[src/rtl/thermo_cal_max.sv]
module thermo_cal_max #(
  parameter int LANES    = 4,
  parameter int NUM_SENS = 5,
  parameter int RAW_W    = 16,
  parameter int CODE_W   = 12,
  parameter int GE_W     = 10,
  parameter int VTS_W    = 9,
  parameter int REF_W    = 6,
  parameter int SLOPE_W  = 6,
  localparam int IDX_W   = (NUM_SENS > 1) ? $clog2(NUM_SENS) : 1
) (
  input  logic                      clk,
  input  logic                      rst_n,
  input  logic                      cal_load,
  input  logic [GE_W-1:0]           cal_gain_err,
  input  logic [NUM_SENS*VTS_W-1:0] cal_vts,
  input  logic [REF_W-1:0]          cal_ref,
  input  logic [SLOPE_W-1:0]        cal_slope,
  input  logic                      cal_slope_neg,
  input  logic                      cal_slope_id,
  output logic                      busy,
  output logic                      done,
  output logic                      in_ready,
  input  logic                      in_valid,
  input  logic [LANES*RAW_W-1:0]    in_code,
  input  logic [LANES*IDX_W-1:0]    in_sel,
  input  logic [LANES-1:0]          in_en,
  output logic                      out_valid,
  output logic [LANES*32-1:0]       out_temp,
  output logic [31:0]               out_max
);

  localparam logic [31:0] NUMER    = 32'd1627604160;
  localparam logic [31:0] CODE_MSK = 32'((64'd1 << CODE_W) - 1);
  localparam logic signed [31:0] HOT_LIM = 32'sd200000;

  logic [GE_W-1:0]  ge_q;
  logic [VTS_W-1:0] vts_q [NUM_SENS];
  logic [REF_W-1:0] ref_q;
  logic [1:0]  phase;
  logic [4:0]  cnt;
  logic [31:0] rem, quo, dvs, scale_q;
  logic        scale_ok;

  logic signed [31:0] slope_eff;
  assign slope_eff = (cal_slope_neg && cal_slope_id) ? -$signed(32'(cal_slope))
                                                     :  $signed(32'(cal_slope));

  logic [32:0] sh;
  logic        take;
  logic [31:0] rem_n;
  assign sh    = {rem, quo[31]};
  assign take  = sh >= {1'b0, dvs};
  assign rem_n = take ? 32'(sh - {1'b0, dvs}) : sh[31:0];

  assign busy     = phase != 2'd0;
  assign in_ready = scale_ok && !busy;

  always_ff @(posedge clk) begin
    if (!rst_n) begin
      ge_q     <= GE_W'(512);
      for (int s = 0; s < NUM_SENS; s++) vts_q[s] <= VTS_W'(260);
      ref_q    <= REF_W'(40);
      phase    <= 2'd1;
      cnt      <= '0;
      rem      <= '0;
      quo      <= NUMER;
      dvs      <= 32'd165;
      scale_q  <= '0;
      scale_ok <= 1'b0;
      done     <= 1'b0;
    end else begin
      done <= 1'b0;
      if (cal_load) begin
        ge_q  <= cal_gain_err;
        for (int s = 0; s < NUM_SENS; s++) vts_q[s] <= cal_vts[s*VTS_W +: VTS_W];
        ref_q    <= cal_ref;
        phase    <= 2'd1;
        cnt      <= '0;
        rem      <= '0;
        quo      <= NUMER;
        dvs      <= 32'(32'sd165 + slope_eff);
        scale_ok <= 1'b0;
      end else if (busy) begin
        rem <= rem_n;
        quo <= {quo[30:0], take};
        cnt <= cnt + 5'd1;
        if (cnt == 5'd31) begin
          rem <= '0;
          if (phase == 2'd1) begin
            phase <= 2'd2;
            dvs   <= 32'd10000 + 32'(ge_q);
          end else begin
            phase    <= 2'd0;
            scale_q  <= {quo[30:0], take};
            scale_ok <= 1'b1;
            done     <= 1'b1;
          end
        end
      end
    end
  end

  logic signed [31:0] conv [LANES];
  logic signed [31:0] base;
  assign base = $signed(32'(ref_q) * 32'd500);

  for (genvar i = 0; i < LANES; i++) begin : g_lane
    logic [VTS_W-1:0]   off;
    logic signed [31:0] diff, prod, tmp, t;
    always_comb begin
      off = '0;
      for (int s = 0; s < NUM_SENS; s++)
        if (in_sel[i*IDX_W +: IDX_W] == IDX_W'(s)) off = vts_q[s];
    end
    assign diff = $signed((32'(in_code[i*RAW_W +: RAW_W]) & CODE_MSK) - 32'(off) - 32'd3350);
    assign prod = $signed(scale_q) * diff;
    assign tmp  = prod >>> 3;
    assign t    = base - tmp;
    assign conv[i] = (t > HOT_LIM) ? 32'sd0 : t;
  end

  logic signed [31:0] mx;
  always_comb begin
    mx = 32'sh80000000;
    for (int i = 0; i < LANES; i++)
      if (in_en[i] && conv[i] > mx) mx = conv[i];
  end

  logic [LANES-1:0] en_q;
  always_ff @(posedge clk) begin
    if (!rst_n) begin
      out_valid <= 1'b0;
      out_temp  <= '0;
      out_max   <= '0;
      en_q      <= '0;
    end else begin
      out_valid <= in_valid && in_ready;
      if (in_valid && in_ready) begin
        for (int i = 0; i < LANES; i++) out_temp[i*32 +: 32] <= conv[i];
        out_max <= mx;
        en_q    <= in_en;
      end
    end
  end


  busy_ready_excl_chk: assert property (@(posedge clk) disable iff (!rst_n)
    !(busy && in_ready));

  load_busy_chk: assert property (@(posedge clk) disable iff (!rst_n)
    cal_load |=> busy);

  done_pulse_chk: assert property (@(posedge clk) disable iff (!rst_n)
    done |=> !done);

  out_after_accept_chk: assert property (@(posedge clk) disable iff (!rst_n)
    out_valid |-> $past(in_valid && in_ready));

  for (genvar i = 0; i < LANES; i++) begin : g_chk

    hot_clamp_chk: assert property (@(posedge clk) disable iff (!rst_n)
      out_valid |-> $signed(out_temp[i*32 +: 32]) <= HOT_LIM);

    max_dominates_chk: assert property (@(posedge clk) disable iff (!rst_n)
      (out_valid && en_q[i]) |-> $signed(out_max) >= $signed(out_temp[i*32 +: 32]));
  end

endmodule

[config.mk]
export PLATFORM = sky130hd
export DESIGN_NAME = thermo_cal_max
export DESIGN_NICKNAME = d
export VERILOG_FILES = /design/src/rtl/thermo_cal_max.sv
export SDC_FILE = /design/constraint.sdc
export NUM_CORES = 2
export LEC_CHECK = 0
export ABC_AREA = 1
export ABC_CLOCK_PERIOD_IN_PS = 15000
export BUFFER_PORTS_ARGS = -buffer_cell sky130_fd_sc_hd__buf_2
export CAP_MARGIN = 20
export CORE_MARGIN = 2
export CORE_UTILIZATION = 45
export CTS_CLUSTER_DIAMETER = 120
export DETAILED_ROUTE_END_ITERATION = 12
export PLACE_DENSITY_LB_ADDON = 0.05
export SYNTH_ARGS = -nofsm -noshare
export SYNTH_HDL_FRONTEND = slang
export SYNTH_SLANG_ARGS = --single-unit
[constraint.sdc]
create_clock -name clk -period 15 [get_ports clk]
set_input_delay 0.75 -clock clk [delete_from_list [all_inputs] [get_ports clk]]
set_output_delay 0.75 -clock clk [all_outputs]
set_load 0.02 [all_outputs]
==> results_dict.tcl <==
set metrics [dict create \
    synth_seq_area_share_pct 10.6 \
    syn2layout_area_growth_pct 22.9 \
    ys_warn_count 0 \
    final_cell_mix "2,172 x nand2_1, 1,759 x inv_1, 1,222 x buf_4" \
    fin_skew_ps 21.6 \
    root_buffer "clkbuf_16" \
    crit_path_max_incr_delay_ps 390 \
    max_freq_ghz 0.0633 \
    ys_ff_latch 347 \
    cts_tree "yes" \
    path_clk_slew_ps 60 \
    rows 144 \
    synth_area_leaders "fa_1 32%, nand2_1 12%, ha_1 10%" \
    first_pass_iters 7 \
    dieArea_sq_um 159000 \
    post-route-period-util_pct 105 \
    totalWireLength_mm 265 \
    ir_drop_mv 0.168 \
    final_max_slew_viol_count 0 \
    io_pins 317 \
    syn-num-nets 11400 \
    synth_area_sq_um 70000 \
    htreeDepth 2 \
    tns_ps -22840 \
    cp_data_arrival_time_ps 16360 \
    routed-via-count 67500 \
    post_synth_num_cell_types 74 \
    maxSlewHeadroom_pct 31.4 \
    rsz0062_at_grt "yes" \
    track_usage_pct 33.7 \
    grt_pass1_wl_mm 408 \
    core_sq_um 154000 \
    place_congestion 0.980 \
    fp.dieW_um 398 \
    worstPathRequired_ps 15570 \
    yosysTopAreaCell "fa_1" \
    reg2regPathDepth 126 \
    critical_path.max_fanout 5 \
    start_util_pct 45.4 \
    drcViolationCount 0 \
    synth.avg_cell_area_sq_um 7.35 \
    ys_async_sr_fraction_pct 0 \
    tightestPinTransition_ps 1030 \
    vias_per_cell 5.26 \
    worst_setup_path_end_kind "flop" \
    hold-path-cell-count 3 \
    syn-instance-count 9517 \
    cts.sinks 347 \
    pre_cts_ws_ps -1810 \
    final_cells 12800 \
    dp_hpwl_mm 218 \
    overflow 0 \
    hold_class "primary input to flop" \
    antenna_found_initial 3 \
    yosys.area.top_type_share_pct 31.8 \
    drt_iter0_drc 4842 \
    port_buffers 300 \
    final_nets 12600 \
    hold_violations 0 \
    min_period_ps 15800 \
    outcome "complete, but fails checks" \
    ant_nets 0 \
    cts_buffers 43 \
    final_common_cell "nand2_1" \
    critPathLaunchType "primary input" \
    setup_ws_ps -795 \
    wl_per_cell_um 20.7 \
    ys.flop_type "dfxtp_1" \
    power_per_cell_area_nw_per_um2 130 \
    setup_viol 31 \
    critPathMostFrequentCell "buf_4" \
    cts-hold-fix-buffers 0 \
    grt_pass1_vias 69000 \
    synth-edff-count 45 \
    maxCapViolCount 0 \
    drive_gt1_share_pct 19.8 \
    p_leak_nw 44.1 \
    crit_type "primary input to flop" \
    grt_max_degree 94 \
    clockBufferDepth 3 \
    violations "negative setup slack" \
    fp.dieH_um 398 \
    clk_latency_ps 640 \
    finalPower_w 0.0111 \
    dp_cells 12600 \
    cp_slowest_cell "fa_2" \
]
-- area by class of cell --
class                   count  area, sq um
fillers                 15000        68300
multi-input cells        6944        56000
repair buffers           1580        11600
flip-flops and latches    347         7400
inverters                1823         6900
well taps                2044         2560
clock buffers              56         1190
clock inverters            18          214
repair inverters            3         28.8
diodes                      2         5.00
-- state kept, by name (all words and copies together) (netlist names), 2 cells and up --
name and flops:
out_temp 120, vts_q 45, quo 32, rem 32, scale_q 32, out_max 31
dvs 29, ge_q 10, ref_q 6, cnt 5, phase 2
-- Yosys cell counts, types with 45 or more instances --
master    instances
a21oi_1         481
clkbuf_1        333
dfxtp_1         302
edfxtp_1         45
fa_1           1110
ha_1            586
inv_1          1786
nand2_1        2267
nand3_1         351
nand4_1          83
nor2_1          983
nor3_1           56
o211ai_1         47
o21ai_0         297
o22ai_1          45
xnor2_1         103
xor2_1          153
-- cell families (layout without fill, tap and decap cells) --
family          after synthesis  in the layout  share of synthesized area (%)
xor+xnor                    263            263                           3.38
flops                       347            347                           10.6
compound gates             1070           1070                           8.69
simple gates               3915           3915                           23.0
fa+ha+maj                  1696           1696                           42.2
other cells                   0              2                              0
buf+inv                    2226           3480                           12.1
-- per-layer routing --
layer	GRT usage (%)	routed length, um	vias to the layer above
met3	5.07	18600	464
li1	-	-	31600
met4	12.0	11300	4
met1	45.3	114000	33200
met5	0	26	-
met2	55.1	122000	2234
-- worst paths after layout --
kind	startpoint	endpoint	slack, ps
setup reg to reg	vts_q[0][0]	out_max[24]	-770
setup / recovery	in_sel[0]	out_max[24]	-800
hold reg to reg	out_max[6]	out_max[6]	450
hold / removal	cal_ref[2]	ref_q[2]	330
-- power breakdown --
part	internal [W]	leakage [nW]	switching [W]
registers	0.00101	2.92	0.0000527
logic	0.00384	40.5	0.00518
clock network	0.000602	0.682	0.000457
total	0.00545	44.1	0.00569
-- repair_timing --
| action | in CTS | in global routing |
|---|---|---|
| gates cloned | 6 | 0 |
| setup endpoints to repair | 31 | 31 |
| resized for setup | 250 | 167 |
| setup buffers | 98 | 28 |
| pin swaps | 74 | 104 |
-- metrics by stage --
step / utilization, % / instance area, sq um / hold slack [ps]
after floorplan: - / 70500 / 436
after detailed placement: 53.0 / 81700 / 435
after CTS: 55.1 / 84900 / 293
final: 55.7 / 86000 / 329
after global placement: 53.0 / 81700 / 434
after global routing: 55.7 / 86000 / 317
-- worst max-delay path, delay by kind of cell --
family | cells | cell delay (ps)
buf+inv | 59 | 6950
simple gates | 43 | 3700
compound gates | 19 | 3250
fa+ha+maj | 6 | 1540
xor+xnor | 1 | 160
(Power assumes the default switching activity.)
